==> src/rtl/reseed_pkg.sv <==
package reseed_pkg;
   typedef enum logic [1:0] {
      PH_IDLE  = 2'd0,
      PH_SHIFT = 2'd1,
      PH_CAPT  = 2'd2,
      PH_DONE  = 2'd3
   } phase_t;
endpackage

==> src/rtl/reseed_lfsr.sv <==
module reseed_lfsr #(
   parameter int unsigned           WIDTH = 16,
   parameter logic [WIDTH-1:0]      TAPS  = 16'h002D
) (
   input  logic             clk,
   input  logic             rst_n,
   input  logic             load,
   input  logic [WIDTH-1:0] seed,
   input  logic             step,
   input  logic             inj_bit,
   output logic [WIDTH-1:0] state
);
   logic [WIDTH-1:0] state_q;
   logic [WIDTH-1:0] tap_v;
   logic             fb;

   // select the tapped stages
   for (genvar i = 0; i < WIDTH; i++) begin : g_tap
      if (TAPS[i]) begin : g_on
         assign tap_v[i] = state_q[i];
      end else begin : g_off
         assign tap_v[i] = 1'b0;
      end
   end

   assign fb = (^tap_v) ^ inj_bit;

   always_ff @(posedge clk or negedge rst_n) begin
      if (!rst_n)      state_q <= '0;
      else if (load)   state_q <= seed;
      else if (step)   state_q <= {fb, state_q[WIDTH-1:1]};
   end

   assign state = state_q;
endmodule

==> src/rtl/reseed_seq.sv <==
module reseed_seq
   import reseed_pkg::*;
#(
   parameter int unsigned WIN_LEN = 8,
   parameter int unsigned INJ_N   = 3,
   parameter int unsigned WIN_CNT = 3,
   parameter int unsigned CUBES   = 3
) (
   input  logic clk,
   input  logic rst_n,
   input  logic seed_load,
   input  logic tst_valid,
   output logic shift_en,
   output logic inj_en,
   output logic capture,
   output logic cube_done
);
   localparam int unsigned BIT_W = $clog2(WIN_LEN);
   localparam int unsigned WIN_W = (WIN_CNT > 1) ? $clog2(WIN_CNT) : 1;
   localparam logic [BIT_W-1:0] BIT_LAST = BIT_W'(WIN_LEN - 1);
   localparam logic [BIT_W-1:0] BIT_INJ  = BIT_W'(INJ_N);
   localparam logic [WIN_W-1:0] WIN_LAST = WIN_W'(WIN_CNT - 1);

   phase_t            phase_q;
   logic [BIT_W-1:0]  bit_q;
   logic [WIN_W-1:0]  win_q;
   logic              first_cube;
   logic              last_cube;

   assign inj_en    = (phase_q == PH_SHIFT) && !first_cube && (bit_q < BIT_INJ);
   assign shift_en  = !seed_load && (phase_q == PH_SHIFT) && (!inj_en || tst_valid);
   assign capture   = (phase_q == PH_CAPT);
   assign cube_done = (phase_q == PH_DONE);

   always_ff @(posedge clk or negedge rst_n) begin
      if (!rst_n) begin
         phase_q <= PH_IDLE;
         bit_q   <= '0;
         win_q   <= '0;
      end else if (seed_load) begin
         phase_q <= PH_SHIFT;
         bit_q   <= '0;
         win_q   <= '0;
      end else begin
         case (phase_q)
            PH_SHIFT: if (shift_en) begin
               if (bit_q == BIT_LAST) begin
                  bit_q <= '0;
                  if (win_q == WIN_LAST) begin
                     win_q   <= '0;
                     phase_q <= PH_CAPT;
                  end else begin
                     win_q <= win_q + 1'b1;
                  end
               end else begin
                  bit_q <= bit_q + 1'b1;
               end
            end
            PH_CAPT: phase_q <= PH_DONE;
            PH_DONE: phase_q <= last_cube ? PH_IDLE : PH_SHIFT;
            default: phase_q <= PH_IDLE;
         endcase
      end
   end

   // cube counter exists only when a group holds more than one cube
   if (CUBES > 1) begin : g_multi
      localparam int unsigned CUBE_W = $clog2(CUBES);
      localparam logic [CUBE_W-1:0] CUBE_LAST = CUBE_W'(CUBES - 1);
      logic [CUBE_W-1:0] cube_q;
      always_ff @(posedge clk or negedge rst_n) begin
         if (!rst_n)                  cube_q <= '0;
         else if (seed_load)          cube_q <= '0;
         else if (phase_q == PH_DONE) cube_q <= (cube_q == CUBE_LAST) ? '0 : cube_q + 1'b1;
      end
      assign first_cube = (cube_q == '0);
      assign last_cube  = (cube_q == CUBE_LAST);
   end else begin : g_static
      assign first_cube = 1'b1;
      assign last_cube  = 1'b1;
   end
endmodule

==> src/rtl/reseed_decomp.sv <==
module reseed_decomp #(
   parameter int unsigned        LFSR_W         = 16,
   parameter logic [LFSR_W-1:0]  TAPS           = 16'h002D,
   parameter int unsigned        SCAN_LEN       = 20,
   parameter int unsigned        WIN_LEN        = 8,
   parameter int unsigned        INJ_N          = 3,
   parameter int unsigned        CUBES_PER_SEED = 3
) (
   input  logic              clk,
   input  logic              rst_n,
   input  logic              seed_load,
   input  logic [LFSR_W-1:0] seed_data,
   input  logic              tst_valid,
   input  logic              tst_bit,
   output logic              scan_out,
   output logic              scan_en,
   output logic              capture,
   output logic              cube_done
);
   localparam int unsigned WIN_CNT   = (SCAN_LEN + WIN_LEN - 1) / WIN_LEN;
   localparam int unsigned SHIFT_CNT = WIN_CNT * WIN_LEN;

   if (LFSR_W < 2)            begin : g_chk_w   $error("LFSR_W must be at least 2"); end
   if (TAPS[0] == 1'b0)       begin : g_chk_tap $error("TAPS bit 0 must be set"); end
   if (INJ_N == 0)            begin : g_chk_n0  $error("INJ_N must be nonzero"); end
   if (INJ_N >= WIN_LEN)      begin : g_chk_n   $error("INJ_N must be below WIN_LEN"); end
   if (SCAN_LEN == 0)         begin : g_chk_len $error("SCAN_LEN must be nonzero"); end
   if (CUBES_PER_SEED == 0)   begin : g_chk_k   $error("CUBES_PER_SEED must be nonzero"); end

   logic              inj_en;
   logic              step;
   logic [LFSR_W-1:0] lfsr_state;

   reseed_seq #(
      .WIN_LEN (WIN_LEN),
      .INJ_N   (INJ_N),
      .WIN_CNT (WIN_CNT),
      .CUBES   (CUBES_PER_SEED)
   ) u_seq (
      .clk       (clk),
      .rst_n     (rst_n),
      .seed_load (seed_load),
      .tst_valid (tst_valid),
      .shift_en  (step),
      .inj_en    (inj_en),
      .capture   (capture),
      .cube_done (cube_done)
   );

   reseed_lfsr #(
      .WIDTH (LFSR_W),
      .TAPS  (TAPS)
   ) u_lfsr (
      .clk     (clk),
      .rst_n   (rst_n),
      .load    (seed_load),
      .seed    (seed_data),
      .step    (step),
      .inj_bit (inj_en & tst_bit),
      .state   (lfsr_state)
   );

   assign scan_out = lfsr_state[0];
   assign scan_en  = step;
endmodule

==> config.mk <==
export PLATFORM = sky130hd
export DESIGN_NAME = reseed_decomp
export DESIGN_NICKNAME = d
export VERILOG_FILES = /design/src/rtl/reseed_pkg.sv /design/src/rtl/reseed_lfsr.sv /design/src/rtl/reseed_seq.sv /design/src/rtl/reseed_decomp.sv
export SDC_FILE = /design/constraint.sdc
export NUM_CORES = 1
export LEC_CHECK = 0
export BUFFER_PORTS_ARGS = -buffer_cell sky130_fd_sc_hd__buf_2
export CAP_MARGIN = 20
export CELL_PAD_IN_SITES_DETAIL_PLACEMENT = 1
export CELL_PAD_IN_SITES_GLOBAL_PLACEMENT = 1
export CORE_MARGIN = 3
export CORE_UTILIZATION = 42
export CTS_CLUSTER_DIAMETER = 150
export DETAILED_ROUTE_END_ITERATION = 10
export PLACE_DENSITY = 0.83
export SETUP_SLACK_MARGIN = 0.1
export SLEW_MARGIN = 10
export SYNTH_ARGS = -nofsm -noshare
export SYNTH_HDL_FRONTEND = slang
export SYNTH_HIERARCHICAL = 1
export SYNTH_SLANG_ARGS = --single-unit
==> constraint.sdc <==
create_clock -name clk -period 2.18 [get_ports clk]
set_input_delay 0 -clock clk [delete_from_list [all_inputs] [get_ports clk]]
set_output_delay 0 -clock clk [all_outputs]
set_load 0.05 [all_outputs]
==> results.sh, run 1 <==
export IMPL_status="finished, final reports clean"
export IMPL_path_cells="inv_1, ha_2, nand2b_2, a211oi_1, and2_1, xnor2_1, nor4b_1, nand3b_1"
export IMPL_syn_to_final_growth_pct=27.8
export IMPL_syn_avg_cell_area_um2=10.3
export IMPL_max_vdd_ir_drop_mv=0.409
export IMPL_dr_pass1_iters=4
export IMPL_io_pins=25
export IMPL_min_path_type="in2reg"
export IMPL_worst_path_stages=8
export IMPL_final_nets=203
export IMPL_track_usage_pct=19.3
export IMPL_total_power_uw=1560
export IMPL_ff2ff_path_depth=8
export IMPL_whs_path_depth=2
export IMPL_core_area_um2=3100
export IMPL_clock_sinks=25
export IMPL_slew_violations=0
export IMPL_p_leak_uw=0.000817
export IMPL_utilization_pct=57.0
export IMPL_arrival_ns=2.13
export IMPL_grt_pass1_vias=1266
export IMPL_synth_top_family_by_area="multiplexers"
export IMPL_worst_hold_slack_ns=0.0758
export IMPL_synth_mux_area_share_pct=15.7
export IMPL_rsz0062_at_grt="no"
export IMPL_syn_num_nets=161
export IMPL_die_y_um=63.4
export IMPL_yosysUniqueCellTypes=36
export IMPL_powerDensity_nw_per_um2=880
export IMPL_cts_buffer_depth=2
export IMPL_drc=0
export IMPL_dieArea_um2=4020
export IMPL_antenna_cells=0
export IMPL_synthCells=135
export IMPL_htreeDepth=1
export IMPL_hold_viol=0
export IMPL_crit_fanout=7
export IMPL_vias=1132
export IMPL_totalWireLength_um=3530
export IMPL_viasPerCell=5.15
export IMPL_ys_seq_area_share_pct=45.2
export IMPL_grt_overflow_total=0
export IMPL_synthSimpleGateAreaFrac_pct=15.2
export IMPL_period_minus_slack_ns=1.87
export IMPL_yosys_area_top_type="dfrtp_1"
export IMPL_relSlewSlack_pct=62.0
export IMPL_critPathCaptureType="flip-flop"
export IMPL_port_buffers=24
export IMPL_setup_viol=0
export IMPL_synth_compound_area_share_pct=13.5
export IMPL_grt_antenna_before_repair=0
export IMPL_grt_pass1_wl_um=6090
export IMPL_setup_tns_final_ns=0
export IMPL_cts_root_buf="clkbuf_4"
export IMPL_cp_data_required_time_ns=2.44
export IMPL_cts_tree="yes"
export IMPL_cts_buffers=3
export IMPL_synthAdderAreaFrac_pct=4.52
export IMPL_cp_slowest_cell="dfrtp_1"
export IMPL_startpoint_type="flip-flop"
export IMPL_fmax_mhz=533
export IMPL_yosys_warnings=6
export IMPL_critPathTopFamily="simple AND/OR/NAND/NOR gates"
export IMPL_drive_gt1_share_pct=21.0
export IMPL_antenna_left=0
export IMPL_period_share_pct=86.0
export IMPL_wl_per_cell_um=16.0
export IMPL_max_stage_delay_ns=0.47
export IMPL_ys_ff_latch=25
export IMPL_clk_pin_slew_worst_paths_ns=0.14
export IMPL_place_congestion=0.802
export IMPL_synth_xor_area_share_pct=2.35
export IMPL_grt_start_max_net_pins=30
export IMPL_finClkSkew_ns=0.00142
export IMPL_maxCapViolations=0
export IMPL_ys_top_cells_by_area="dfrtp_1 45%, mux2i_1 13%, o21ai_0 5.8%"
export IMPL_insertion_delay_ns=0.31
export IMPL_dpl_hpwl_um=2180
export IMPL_nFillCells=363
export IMPL_die_w_um=63.4
export IMPL_instances_no_fill=220
export IMPL_first_iter_violations=28
export IMPL_path_buf_inv=1
export IMPL_synth_area_um2=1380
export IMPL_synth_top_area_share_pct=45.2
export IMPL_worst_pin_slew_ns=0.570
export IMPL_place_inst=199
export IMPL_initial_core_util_pct=44.6
export IMPL_core_rowCount=20
export IMPL_critical_path_class="reg2reg"
path summary, 6_finish.rpt:
kind | startpoint | end | slack (ns)
hold / removal | seed_load | u_seq/g_multi.cube_q[0]$_DFFE_PN0P_ | 0.08
min in group asynchronous | rst_n | u_seq/g_multi.cube_q[1]$_DFFE_PN0P_ | 0.19
setup reg to reg | u_seq/phase_q[1]$_DFFE_PN0P_ | u_lfsr/state[15]$_DFFE_PN0P_ | 0.31
setup / recovery | u_seq/phase_q[1]$_DFFE_PN0P_ | u_lfsr/state[15]$_DFFE_PN0P_ | 0.31
max in group asynchronous | rst_n | u_lfsr/state[14]$_DFFE_PN0P_ | 1.61
hold reg to reg | u_lfsr/state[14]$_DFFE_PN0P_ | u_lfsr/state[14]$_DFFE_PN0P_ | 0.59
sequential cells by signal, indices dropped and copies added (netlist names):
name / cells
u_seq/g_multi.cube_q: 2
u_lfsr/state: 16
u_seq/win_q: 2
u_seq/bit_q: 3
u_seq/phase_q: 2
worst register-to-register path, stage by stage, from the launching register on:
cell and delay, ns:
dfrtp_1 0.47, inv_1 0.10, ha_2 0.27, nand2b_2 0.11, a211oi_1 0.19, and2_1 0.18
xnor2_1 0.08, nor4b_1 0.27, nand3b_1 0.16
cell families (layout without fill, tap and decap cells):
logic type               Yosys count  count (layout)
AO/OA/AOI/OAI                     29              29
flip-flops                        25              25
XOR/XNOR                           2               2
multiplexers                      21              21
AND/OR/NAND/NOR                   42              42
adder cells (fa/ha/maj)            5               5
buffers and inverters             11              52
cells in the mapped netlist (all sizes together):
cell type / n
and2: 1
o21ai: 16
nor3b: 1
a21oi: 3
nor2b: 1
inv: 5
xnor2: 1
nand4b: 1
a21o: 1
nor4b: 1
xor3: 1
and3b: 1
ha: 5
nor2: 9
buf: 2
and4b: 1
a32oi: 1
nor3: 1
mux2: 3
mux2i: 18
nor4: 2
clkbuf: 4
nand2b: 3
o32a: 1
o311ai: 2
o311a: 1
nand2: 19
nand3b: 1
a211oi: 2
o31ai: 2
dfrtp: 25
routing by layer:
metal	vias up	track usage [%]	share of wire (%)	wire length [um]
li1	562	-	-	-
met1	554	24.3	46	1630
met2	14	34.0	51	1800
met3	2	3.21	2.1	75
met4	0	5.39	0.48	17
met5	-	0	0	0
placed cells by master (no fill, tap or decap), types with 2 or more instances in the layout:
cell,count
ha_1,4
o21ai_0,16
mux2i_1,18
clkbuf_4,3
dfrtp_1,25
inv_1,5
nor4_1,2
nand2b_1,2
nand2_1,19
buf_2,24
a21oi_1,3
nor2_1,7
a211oi_1,2
dlygate4sd3_1,17
report_power, final:
| part | internal, uW | total [uW] | switching, uW |
|---|---|---|---|
| Sequential | 564 | 664 | 99.9 |
| Clock | 71.5 | 211 | 139 |
| Combinational | 304 | 681 | 377 |
| Total | 939 | 1560 | 616 |
through the flow:
step                setup WS, ns  instance area [um2]
finish                     0.305                 1770
global route               0.144                 1770
CTS                        0.162                 1760
detailed placement         0.315                 1560
global placement           0.403                 1560
floorplan                  0.158                 1390
repair_timing:
| action | in CTS | in global routing |
|---|---|---|
| buffers inserted | 0 | 0 |
| setup endpoints to repair | 0 | 3 |
| hold buffers | 17 | 0 |
| resized for setup | 0 | 2 |
| hold endpoints to repair | 41 | 0 |
layout make-up:
| type | count | area, um2 | area share [%] |
|---|---|---|---|
| Inverter | 5 | 18.8 | 1.06 |
| Multi-Input combinational cell | 99 | 724 | 41.0 |
| Sequential cell | 25 | 626 | 35.4 |
| Clock buffer | 4 | 26.3 | 1.49 |
| Tap cell | 44 | 55.1 | 3.11 |
| Timing Repair Buffer | 43 | 318 | 18.0 |
Power figures use the tool's default switching activity.
==> run 2: changes to the inputs <==
GPL_TIMING_DRIVEN = 0   (was not set)
==> results.sh, run 2 (same netlist as run 1, synthesis figures left out) <==
export IMPL_final_nets=207
export IMPL_grt_overflow_total=0
export IMPL_drive_gt1_share_pct=21.1
export IMPL_instances_no_fill=224
export IMPL_r2r_start="u_seq/phase_q[1]$_DFFE_PN0P_"
export IMPL_port_buffers=24
export IMPL_dpl_hpwl_um=2390
export IMPL_dieArea_um2=4020
export IMPL_layout_common_cells="25 x dfrtp_1, 24 x buf_2, 19 x nand2_1"
export IMPL_place_inst=203
export IMPL_utilization_pct=57.6
export IMPL_cts_root_buf="clkbuf_4"
export IMPL_critical_path_class="reg2reg"
export IMPL_htreeDepth=1
export IMPL_period_minus_slack_ns=1.96
export IMPL_multi_input_area_um2=738
export IMPL_worst_hold_slack_ns=0.0703
export IMPL_cts_tree="yes"
export IMPL_rrSetupSlack_ns=0.22
export IMPL_whs_path_depth=3
export IMPL_dr_pass1_iters=4
export IMPL_core_area_um2=3100
export IMPL_rsz0062_at_grt="yes"
export IMPL_rr_endpoint="u_lfsr/state[3]$_DFFE_PN0P_"
export IMPL_io_pins=25
export IMPL_final_common_cell="dfrtp_1"
export IMPL_path_buf_inv=3
export IMPL_track_usage_pct=20.0
export IMPL_period_share_pct=89.8
export IMPL_status="finished, final reports clean"
export IMPL_critPathTopFamily="buffers and inverters"
export IMPL_max_vdd_ir_drop_mv=0.485
export IMPL_worstHoldStart="seed_load"
export IMPL_cp_data_required_time_ns=2.40
export IMPL_clk_pin_slew_worst_paths_ns=0.16
export IMPL_slew_violations=0
export IMPL_cts_buffers=3
export IMPL_worst_pin_slew_ns=0.578
export IMPL_antenna_left=0
export IMPL_initial_core_util_pct=44.6
export IMPL_grt_start_max_net_pins=26
export IMPL_critPathMostFrequentCell="buf_4"
export IMPL_nFillCells=369
export IMPL_setup_tns_final_ns=0
export IMPL_critPathCaptureType="flip-flop"
export IMPL_vias=1196
export IMPL_seq_area_um2=626
export IMPL_cts_buffer_depth=2
export IMPL_place_congestion=0.842
export IMPL_powerDensity_nw_per_um2=885
export IMPL_die_w_um=63.4
export IMPL_grt_pass1_vias=1339
export IMPL_drc=0
export IMPL_min_path_type="in2reg"
export IMPL_ff2ff_path_depth=8
export IMPL_arrival_ns=2.17
export IMPL_finClkSkew_ns=0.00943
export IMPL_grt_pass1_wl_um=6380
export IMPL_first_iter_violations=38
export IMPL_core_rowCount=20
export IMPL_largest_reg_flops=16
export IMPL_cp_slowest_cell="dfrtp_1"
export IMPL_totalWireLength_um=3670
export IMPL_clock_sinks=25
export IMPL_die_y_um=63.4
export IMPL_viasPerCell=5.34
export IMPL_maxCapViolations=0
export IMPL_crit_fanout=10
export IMPL_fmax_mhz=511
export IMPL_wl_per_cell_um=16.4
export IMPL_insertion_delay_ns=0.33
export IMPL_max_stage_delay_ns=0.46
export IMPL_hold_viol=0
export IMPL_antenna_cells=0
export IMPL_hold_path_endpoint="u_lfsr/state[15]$_DFFE_PN0P_"
export IMPL_grt_antenna_before_repair=0
export IMPL_syn_to_final_growth_pct=29.2
export IMPL_startpoint_type="flip-flop"
export IMPL_relSlewSlack_pct=61.5
export IMPL_p_leak_uw=0.000820
export IMPL_setup_viol=0
export IMPL_path_cells="inv_1, ha_2, o31ai_4, nor2_4, buf_4, buf_4, mux2i_1, o21ai_0"
run 2: cell count changes in the layout (fill, tap and decap cells not counted):
cell	delta
buf_12	-1
buf_4	+1
clkbuf_1	+3
clkinvlp_4	+1
nor2_2	-1
nor2_4	+1
o31ai_2	-1
o31ai_4	+1
run 2: area by class of cell:
type,instances,share of cell area [%]
multi-input cells,99,41.3
repair buffers,41,16.2
clock inverters,1,0.420
inverters,5,1.05
flip-flops and latches,25,35.0
clock buffers,3,1.26
plain buffers,6,1.68
well taps,44,3.08
run 2: power by group:
part           switching (uW)  leakage [uW]  internal, uW
Sequential                103      0.000313           564
Clock                     156     0.0000139          70.2
Combinational             385      0.000493           304
Total                     644      0.000820           939
run 2: timing repair:
| item | CTS | global route |
|---|---|---|
| endpoints found under the hold margin | 41 | 0 |
| hold buffers | 17 | 0 |
| gates resized for setup | 1 | 3 |
| gates cloned | 0 | 0 |
| buffers inserted | 0 | 0 |
| setup endpoints to repair | 1 | 9 |
run 2: metrics by stage:
step	area (um2)	setup slack [ns]	power (uW)
floorplan	1390	0.158	1140
global placement	1570	0.190	1250
detailed placement	1570	0.112	1300
CTS	1770	0.147	1560
global route	1790	0.0999	1690
finish	1790	0.221	1580
run 2: metal layers:
metal  up-vias  wire length (um)  global-route usage, %  part of all wire [%]
li1        573                 -                      -                     -
met1       603              1630                   24.9                    45
met2        18              1950                   35.9                    53
met3         2                71                   2.50                   1.9
met4         0                14                   6.20                  0.38
met5         -                 0                      0                     0
run 2: worst min-delay path, stage by stage:
cell	delay (ns)
buf_2	0.20
a21oi_1	0.10
nand3b_1	0.08
run 2: how the worst max path moves through the flow:
stage / start / depth (start not counted) / slack, ns / to
detailed placement: u_seq/bit_q[0]$_DFFE_PN0P_ / 8 / 0.11 / u_lfsr/state[15]$_DFFE_PN0P_
finish: u_seq/phase_q[1]$_DFFE_PN0P_ / 8 / 0.22 / u_lfsr/state[3]$_DFFE_PN0P_
CTS: u_seq/phase_q[1]$_DFFE_PN0P_ / 8 / 0.15 / u_lfsr/state[5]$_DFFE_PN0P_
global placement: u_seq/bit_q[0]$_DFFE_PN0P_ / 8 / 0.19 / u_lfsr/state[15]$_DFFE_PN0P_
global route: u_seq/phase_q[1]$_DFFE_PN0P_ / 8 / 0.1 / u_lfsr/state[3]$_DFFE_PN0P_
floorplan: u_seq/phase_q[1]$_DFFE_PN0P_ / 8 / 0.16 / u_lfsr/state[10]$_DFFE_PN0P_
